File: config.mk
export PLATFORM = sky130hd
export DESIGN_NAME = boot_stream_reader
export DESIGN_NICKNAME = d
export VERILOG_FILES = /design/src/rtl/boot_reader_pkg.sv /design/src/rtl/boot_shift_dp.sv /design/src/rtl/boot_ctrl.sv /design/src/rtl/boot_stream_reader.sv
export SDC_FILE = /design/constraint.sdc
export NUM_CORES = 1
export LEC_CHECK = 0
export CORE_MARGIN = 5
export CORE_UTILIZATION = 53
export DETAILED_ROUTE_END_ITERATION = 12
export GPL_ROUTABILITY_DRIVEN = 0
export PLACE_DENSITY = 0.76
export SLEW_MARGIN = 40
export SYNTH_ARGS = -nofsm -noshare
export SYNTH_HDL_FRONTEND = slang
export SYNTH_SLANG_ARGS = --single-unit
export TNS_END_PERCENT = 5
File: constraint.sdc
create_clock -name clk -period 3.1 [get_ports clk]
set_input_delay 0.62 -clock clk [delete_from_list [all_inputs] [get_ports clk]]
set_output_delay 0.62 -clock clk [all_outputs]
set_load 0.01 [all_outputs]
File: src/rtl/boot_reader_pkg.sv
`timescale 1ns/1ps
package boot_reader_pkg;

  localparam logic [7:0] CMD_READ = 8'h03;
  localparam logic [7:0] CMD_FAST = 8'h0B;

  // Strobes from control to the serial datapath.
  typedef struct packed {
    logic       startByte;
    logic [7:0] txByte;
    logic       useFast;
  } ctrlCmd_t;

  typedef enum logic [2:0] {
    ST_WAIT,
    ST_HDR,
    ST_DATA,
    ST_PARK,
    ST_GRANT
  } bootState_t;

endpackage

File: src/rtl/boot_shift_dp.sv
`timescale 1ns/1ps
module boot_shift_dp
  import boot_reader_pkg::*;
#(
  parameter int SLOW_HALF = 8,
  parameter int DIV_W     = 4,
  parameter int MIN_HALF  = 1
) (
  input  logic             clk,
  input  logic             rstN,
  input  ctrlCmd_t         cmd,
  input  logic [DIV_W-1:0] fastDiv,
  input  logic             miso,
  output logic             sclk,
  output logic             mosi,
  output logic             byteDone,
  output logic [7:0]       rxByte
);

  localparam int SLOW_W = $clog2(SLOW_HALF + 1);
  localparam int HW     = (DIV_W > SLOW_W) ? DIV_W : SLOW_W;

  logic [HW-1:0] fastHalf;
  logic [HW-1:0] halfLat;
  logic [HW-1:0] cnt;
  logic [2:0]    bitCnt;
  logic [7:0]    txSh;
  logic [7:0]    rxSh;
  logic          busy;

  // Fast rate never exceeds the configured ceiling.
  always_comb begin
    if (HW'(fastDiv) < HW'(MIN_HALF)) fastHalf = HW'(MIN_HALF);
    else                              fastHalf = HW'(fastDiv);
  end

  always_ff @(posedge clk or negedge rstN) begin
    if (!rstN) begin
      halfLat  <= HW'(SLOW_HALF);
      cnt      <= '0;
      bitCnt   <= '0;
      txSh     <= '0;
      rxSh     <= '0;
      busy     <= 1'b0;
      sclk     <= 1'b0;
      byteDone <= 1'b0;
      rxByte   <= '0;
    end else begin
      byteDone <= 1'b0;
      if (cmd.startByte && !busy) begin
        busy    <= 1'b1;
        halfLat <= cmd.useFast ? fastHalf : HW'(SLOW_HALF);
        cnt     <= '0;
        bitCnt  <= '0;
        txSh    <= cmd.txByte;
        sclk    <= 1'b0;
      end else if (busy) begin
        if (cnt == halfLat - 1'b1) begin
          cnt <= '0;
          if (!sclk) begin
            sclk <= 1'b1;
            rxSh <= {rxSh[6:0], miso};
          end else begin
            sclk <= 1'b0;
            if (bitCnt == 3'd7) begin
              busy     <= 1'b0;
              byteDone <= 1'b1;
              rxByte   <= rxSh;
            end else begin
              bitCnt <= bitCnt + 1'b1;
              txSh   <= {txSh[6:0], 1'b0};
            end
          end
        end else begin
          cnt <= cnt + 1'b1;
        end
      end
    end
  end

  assign mosi = txSh[7];

  AST_HALF_FIXED_IN_BYTE: assert property (@(posedge clk) disable iff (!rstN)
    (busy && $past(busy)) |-> $stable(halfLat));
  AST_HALF_CEILING: assert property (@(posedge clk) disable iff (!rstN)
    busy |-> (halfLat >= HW'(MIN_HALF)));
  AST_CLOCK_IDLE_LOW: assert property (@(posedge clk) disable iff (!rstN)
    !busy |-> !sclk);

endmodule

File: src/rtl/boot_ctrl.sv
`timescale 1ns/1ps
module boot_ctrl
  import boot_reader_pkg::*;
#(
  parameter int CNT_W = 24
) (
  input  logic             clk,
  input  logic             rstN,
  input  logic             holdAN,
  input  logic             holdBN,
  input  logic [CNT_W-1:0] byteCount,
  input  logic             fastMode,
  input  logic             rateUp,
  input  logic             keepBus,
  input  logic             byteDone,
  input  logic [7:0]       rxByte,
  input  logic             dataReady,
  output ctrlCmd_t         cmd,
  output logic             csN,
  output logic             busGrant,
  output logic             dataValid,
  output logic [7:0]       dataOut,
  output logic             done,
  output logic             bootErr
);

  bootState_t       state;
  logic [1:0]       relA, relB;
  logic [2:0]       hdrIdx;
  logic [2:0]       hdrLast;
  logic             inFlight;
  logic             fastLat, keepLat, rateHigh, allOnes;
  logic [CNT_W-1:0] countLat, startedCnt, acceptCnt;
  logic             canStart;
  logic [7:0]       hdrByte;
  logic             released;

  assign released = relA[1] && relB[1];
  assign hdrLast  = fastLat ? 3'd4 : 3'd3;
  assign hdrByte  = (hdrIdx == 3'd0) ? (fastLat ? CMD_FAST : CMD_READ) : 8'h00;

  always_comb begin
    canStart = 1'b0;
    if (!inFlight) begin
      if (state == ST_HDR) canStart = 1'b1;
      else if (state == ST_DATA && !dataValid && startedCnt != countLat) canStart = 1'b1;
    end
    cmd.startByte = canStart;
    cmd.txByte    = (state == ST_HDR) ? hdrByte : 8'h00;
    cmd.useFast   = rateHigh;
  end

  always_ff @(posedge clk or negedge rstN) begin
    if (!rstN) begin
      relA       <= '0;
      relB       <= '0;
      state      <= ST_WAIT;
      hdrIdx     <= '0;
      inFlight   <= 1'b0;
      fastLat    <= 1'b0;
      keepLat    <= 1'b0;
      rateHigh   <= 1'b0;
      allOnes    <= 1'b1;
      countLat   <= '0;
      startedCnt <= '0;
      acceptCnt  <= '0;
      dataValid  <= 1'b0;
      dataOut    <= '0;
      done       <= 1'b0;
      bootErr    <= 1'b0;
    end else begin
      relA <= {relA[0], holdAN};
      relB <= {relB[0], holdBN};
      done <= 1'b0;

      if (canStart)      inFlight <= 1'b1;
      else if (byteDone) inFlight <= 1'b0;

      if (rateUp && state != ST_WAIT) rateHigh <= 1'b1;

      case (state)
        ST_WAIT: begin
          if (released) begin
            state    <= ST_HDR;
            fastLat  <= fastMode;
            keepLat  <= keepBus;
            countLat <= byteCount;
            hdrIdx   <= '0;
          end
        end
        ST_HDR: begin
          if (byteDone) begin
            if (hdrIdx == hdrLast) state <= ST_DATA;
            else                   hdrIdx <= hdrIdx + 1'b1;
          end
        end
        ST_DATA: begin
          if (canStart) startedCnt <= startedCnt + 1'b1;
          if (byteDone) begin
            dataValid <= 1'b1;
            dataOut   <= rxByte;
            if (rxByte != 8'hFF) allOnes <= 1'b0;
          end
          if (dataValid && dataReady) begin
            dataValid <= 1'b0;
            acceptCnt <= acceptCnt + 1'b1;
            if (acceptCnt == countLat - 1'b1) begin
              done    <= 1'b1;
              bootErr <= allOnes;
              state   <= keepLat ? ST_GRANT : ST_PARK;
            end
          end
        end
        default: ;
      endcase
    end
  end

  assign csN      = !(state == ST_HDR || state == ST_DATA);
  assign busGrant = (state == ST_GRANT);

  AST_SELECT_AFTER_RELEASE: assert property (@(posedge clk) disable iff (!rstN)
    $fell(csN) |-> $past(released));
  AST_NO_REISSUE: assert property (@(posedge clk) disable iff (!rstN)
    (state != ST_WAIT) |=> (state != ST_WAIT));
  AST_OUT_HELD: assert property (@(posedge clk) disable iff (!rstN)
    (dataValid && !dataReady) |=> (dataValid && $stable(dataOut)));
  AST_STALL_NO_BYTE: assert property (@(posedge clk) disable iff (!rstN)
    (dataValid && !dataReady) |-> !cmd.startByte);
  AST_DONE_SINGLE: assert property (@(posedge clk) disable iff (!rstN)
    done |=> !done);

endmodule

File: src/rtl/boot_stream_reader.sv
`timescale 1ns/1ps
module boot_stream_reader
  import boot_reader_pkg::*;
#(
  parameter int CNT_W      = 24,
  parameter int DIV_W      = 4,
  parameter int SLOW_HALF  = 8,
  parameter int MIN_HALF   = 1,
  parameter int NUM_PERIPH = 2
) (
  input  logic                  clk,
  input  logic                  rstN,
  input  logic                  holdAN,
  input  logic                  holdBN,
  input  logic [CNT_W-1:0]      byteCount,
  input  logic                  fastMode,
  input  logic                  rateUp,
  input  logic [DIV_W-1:0]      fastDiv,
  input  logic                  keepBus,
  output logic                  sclk,
  output logic                  csN,
  output logic                  mosi,
  input  logic                  miso,
  output logic [NUM_PERIPH-1:0] periphCsN,
  output logic [7:0]            dataOut,
  output logic                  dataValid,
  input  logic                  dataReady,
  output logic                  done,
  output logic                  bootErr,
  output logic                  busGrant,
  input  logic                  userSclk,
  input  logic                  userMosi,
  input  logic                  userCsN,
  input  logic [NUM_PERIPH-1:0] userPeriphCsN
);

  ctrlCmd_t   cmd;
  logic       dpSclk, dpMosi, byteDone, ctrlCsN;
  logic [7:0] rxByte;

  boot_ctrl #(.CNT_W(CNT_W)) ctrl_i (
    .clk(clk), .rstN(rstN), .holdAN(holdAN), .holdBN(holdBN),
    .byteCount(byteCount), .fastMode(fastMode), .rateUp(rateUp),
    .keepBus(keepBus), .byteDone(byteDone), .rxByte(rxByte),
    .dataReady(dataReady), .cmd(cmd), .csN(ctrlCsN), .busGrant(busGrant),
    .dataValid(dataValid), .dataOut(dataOut), .done(done), .bootErr(bootErr)
  );

  boot_shift_dp #(.SLOW_HALF(SLOW_HALF), .DIV_W(DIV_W), .MIN_HALF(MIN_HALF)) dp_i (
    .clk(clk), .rstN(rstN), .cmd(cmd), .fastDiv(fastDiv), .miso(miso),
    .sclk(dpSclk), .mosi(dpMosi), .byteDone(byteDone), .rxByte(rxByte)
  );

  assign sclk = busGrant ? userSclk : dpSclk;
  assign mosi = busGrant ? userMosi : dpMosi;
  assign csN  = busGrant ? userCsN  : ctrlCsN;

  for (genvar g = 0; g < NUM_PERIPH; g++) begin : gPeriph
    assign periphCsN[g] = busGrant ? userPeriphCsN[g] : 1'b1;
  end

  AST_PERIPH_QUIET: assert property (@(posedge clk) disable iff (!rstN)
    (!csN && !busGrant) |-> (&periphCsN));
  AST_GRANT_STICKY: assert property (@(posedge clk) disable iff (!rstN)
    busGrant |=> busGrant);
  AST_PARK_AFTER_DONE: assert property (@(posedge clk) disable iff (!rstN)
    ($past(done) && !busGrant) |-> (csN && !sclk));

endmodule

==> results_dict.tcl <==
set metrics [dict create \
    root_buffer "clkbuf_16" \
    dp_hpwl_mm 11.26 \
    rows 41 \
    fin_ws_ps 109.9 \
    yosysMostFrequentCell "dfrtp_1" \
    drive_above_1_share 0.1680 \
    cts-htree-levels 4 \
    tightest_slew_ps 592.3 \
    p_leak_nw 3.809 \
    synth_area_leaders "dfrtp_1 (48%), xnor2_1 (11%), mux2_2 (7.2%)" \
    hold_path.class "in2async" \
    grt_remaining_overflow 0 \
    hold_buffers 0 \
    async_reset_ff_frac 1.000 \
    grt_max_degree 67 \
    port-buffer-count 58 \
    clk_latency_ps 430 \
    die_x_um 124.3 \
    yosys.area.top_type "dfrtp_1" \
    critPathCaptureType "output pin" \
    synth_edf_count 0 \
    hold_violations 0 \
    core-area_um2 12720 \
    die_area_um2 15460 \
    yosysTopAreaCellShare 0.4840 \
    viasPerCell 5.636 \
    rsz0062_at_grt "false" \
    clk_pin_slew_ps 60 \
    arrival_ps 2370 \
    dp_slack_ps 21.68 \
    numCtsBuffers 17 \
    period_share 0.9645 \
    synth_cell_type_count 60 \
    start_util 0.5446 \
    cts_num_sinks 136 \
    track_usage 0.2112 \
    stdcell_count 916 \
    grt_pass1_vias 5244 \
    cts_resized 0 \
    vias 5163 \
    synth_fp_nets 698 \
    finClkSkew_ps 13.86 \
    final-max-slew-violation-count 0 \
    grt_antenna_before_repair 0 \
    syn-cell-area_um2 6928 \
    setup_viol_count_final 0 \
    synth_seq_area_share 0.4916 \
    drt_wl_total_mm 15.85 \
    syn2layout_area_growth_pct 22.50 \
    drt-initial-drc-count 445 \
    io_pins 59 \
    relSlewSlack 0.6017 \
    synth_seq_cells 136 \
    drt_pass1_iterations 5 \
    syn_area_per_cell_um2 10.71 \
    fin_util 0.6671 \
    clk_path_buf_depth 2 \
    required_ps 2480 \
    synth_common_cells "dfrtp_1 (134), xnor2_1 (87), nand2_1 (66)" \
    maxCapViolations 0 \
    die_h_um 124.3 \
    path_class "reg2out" \
    synthCells 647 \
    path_max_fanout 12 \
    antenna_left 0 \
    post_cts.repair.setup_buffers 0 \
    finalInstanceArea_um2 8487 \
    routedWlPerCell_um 17.31 \
    place_inst 884 \
    ys_warn_count 0 \
    timing.fmax_mhz 334.4 \
    n_antenna_cell 0 \
    crit_path_start_kind "flip-flop" \
    drc 0 \
    period_needed_ps 2990 \
    vdd_drop_max_v 0.0003873 \
    synth_ff_type "dfrtp_1" \
    grt_pass1_wl_mm 26.43 \
    pwr_density_cell_nw_per_um2 528.5 \
    tns_ps 0 \
    post_dp_cell_area_um2 7874 \
    cts_tree "built" \
    fin_nets 782 \
    reg2reg_depth 9 \
    status "finished, final reports clean" \
]
-- path summary, 6_finish.rpt --
check	start	endpoint	slack, ps
hold / removal	rstN	ctrl_i.countLat[18]$_DFFE_PN0P_	190
hold reg to reg	ctrl_i.relA[0]$_DFF_PN0_	ctrl_i.relA[1]$_DFF_PN0_	350
setup / recovery	ctrl_i.state[0]$_DFFE_PN0P_	mosi	110
max in group asynchronous	rstN	dp_i.halfLat[3]$_DFFE_PN1P_	2170
setup reg to reg	ctrl_i.countLat[7]$_DFFE_PN0P_	ctrl_i.state[0]$_DFFE_PN0P_	140
min in group clk	ctrl_i.relA[0]$_DFF_PN0_	ctrl_i.relA[1]$_DFF_PN0_	350
-- registers in the layout, indices dropped and copies added (netlist names), 2 cells and up --
signal             flops
dp_i.rxByte            8
ctrl_i.hdrIdx          3
ctrl_i.relA            2
dp_i.cnt               4
ctrl_i.relB            2
dp_i.rxSh              8
dp_i.txSh              8
ctrl_i.dataOut         8
dp_i.halfLat           4
ctrl_i.countLat       24
ctrl_i.acceptCnt      24
dp_i.bitCnt            3
ctrl_i.startedCnt     24
ctrl_i.state           3
-- layer usage --
layer  GRT usage  up-vias  wire [um]
met3     0.05232       20        838
met2      0.3267      151       7531
li1            -     2444          -
met1      0.2912     2548       7246
met4     0.07350        0        238
met5           0        -          0
-- layout by cell type (no fill, tap or decap), types with 17 or more instances in the layout --
| master | netlist | routed |
|---|---|---|
| dfrtp_1 | 134 | 134 |
| clkdlybuf4s50_1 | 0 | 57 |
| inv_1 | 18 | 18 |
| mux2_2 | 44 | 44 |
| nor2_1 | 40 | 40 |
| clkbuf_16 | 0 | 17 |
| xor2_1 | 22 | 22 |
| xnor2_1 | 87 | 87 |
| nand4_1 | 29 | 29 |
| nand2_1 | 66 | 66 |
| nand3_1 | 18 | 18 |
| buf_4 | 0 | 30 |
-- cell families after synthesis --
kind of cell               share of synthesized area
and+or+nand+nor                               0.1808
DFF                                           0.4916
xor gates and xnor gates                      0.1411
AOI/OAI and AO/OA                            0.05635
muxes                                        0.08814
buffers and inverters                        0.02582
adders and majority gates                    0.01625
-- critical path, stage by stage, from the launching register on --
cell and delay [ps]:
dfrtp_1 530, buf_4 230, nor3b_1 190, buf_4 170, mux2_2 340, clkdlybuf4s50_1 490
-- report_power, final --
| group | switching (W) | internal, W | leakage [nW] |
|---|---|---|---|
| Clock | 0.000759 | 0.00125 | 0.279 |
| Sequential | 0.000132 | 0.00190 | 1.81 |
| Combinational | 0.000202 | 0.000248 | 1.72 |
-- metrics by stage --
step / power [W] / hold WS [ps]
final: 0.004486 / 192.0
after floorplan: 0.002299 / 324.4
after CTS: 0.004505 / 204.3
after detailed placement: 0.002500 / 341.8
after global routing: 0.004667 / 233.3
after global placement: 0.002466 / 340.7
-- cell type report --
cell class / count / area [um^2]
well taps: 172 / 215.2
clock inverters: 10 / 117.6
repair buffers: 89 / 827.0
inverters: 19 / 71.32
flip-flops and latches: 136 / 3406
multi-input cells: 468 / 3376
fillers: 990 / 4235
clock buffers: 22 / 474.2
Note: power is estimated with default switching activity, not from simulation.
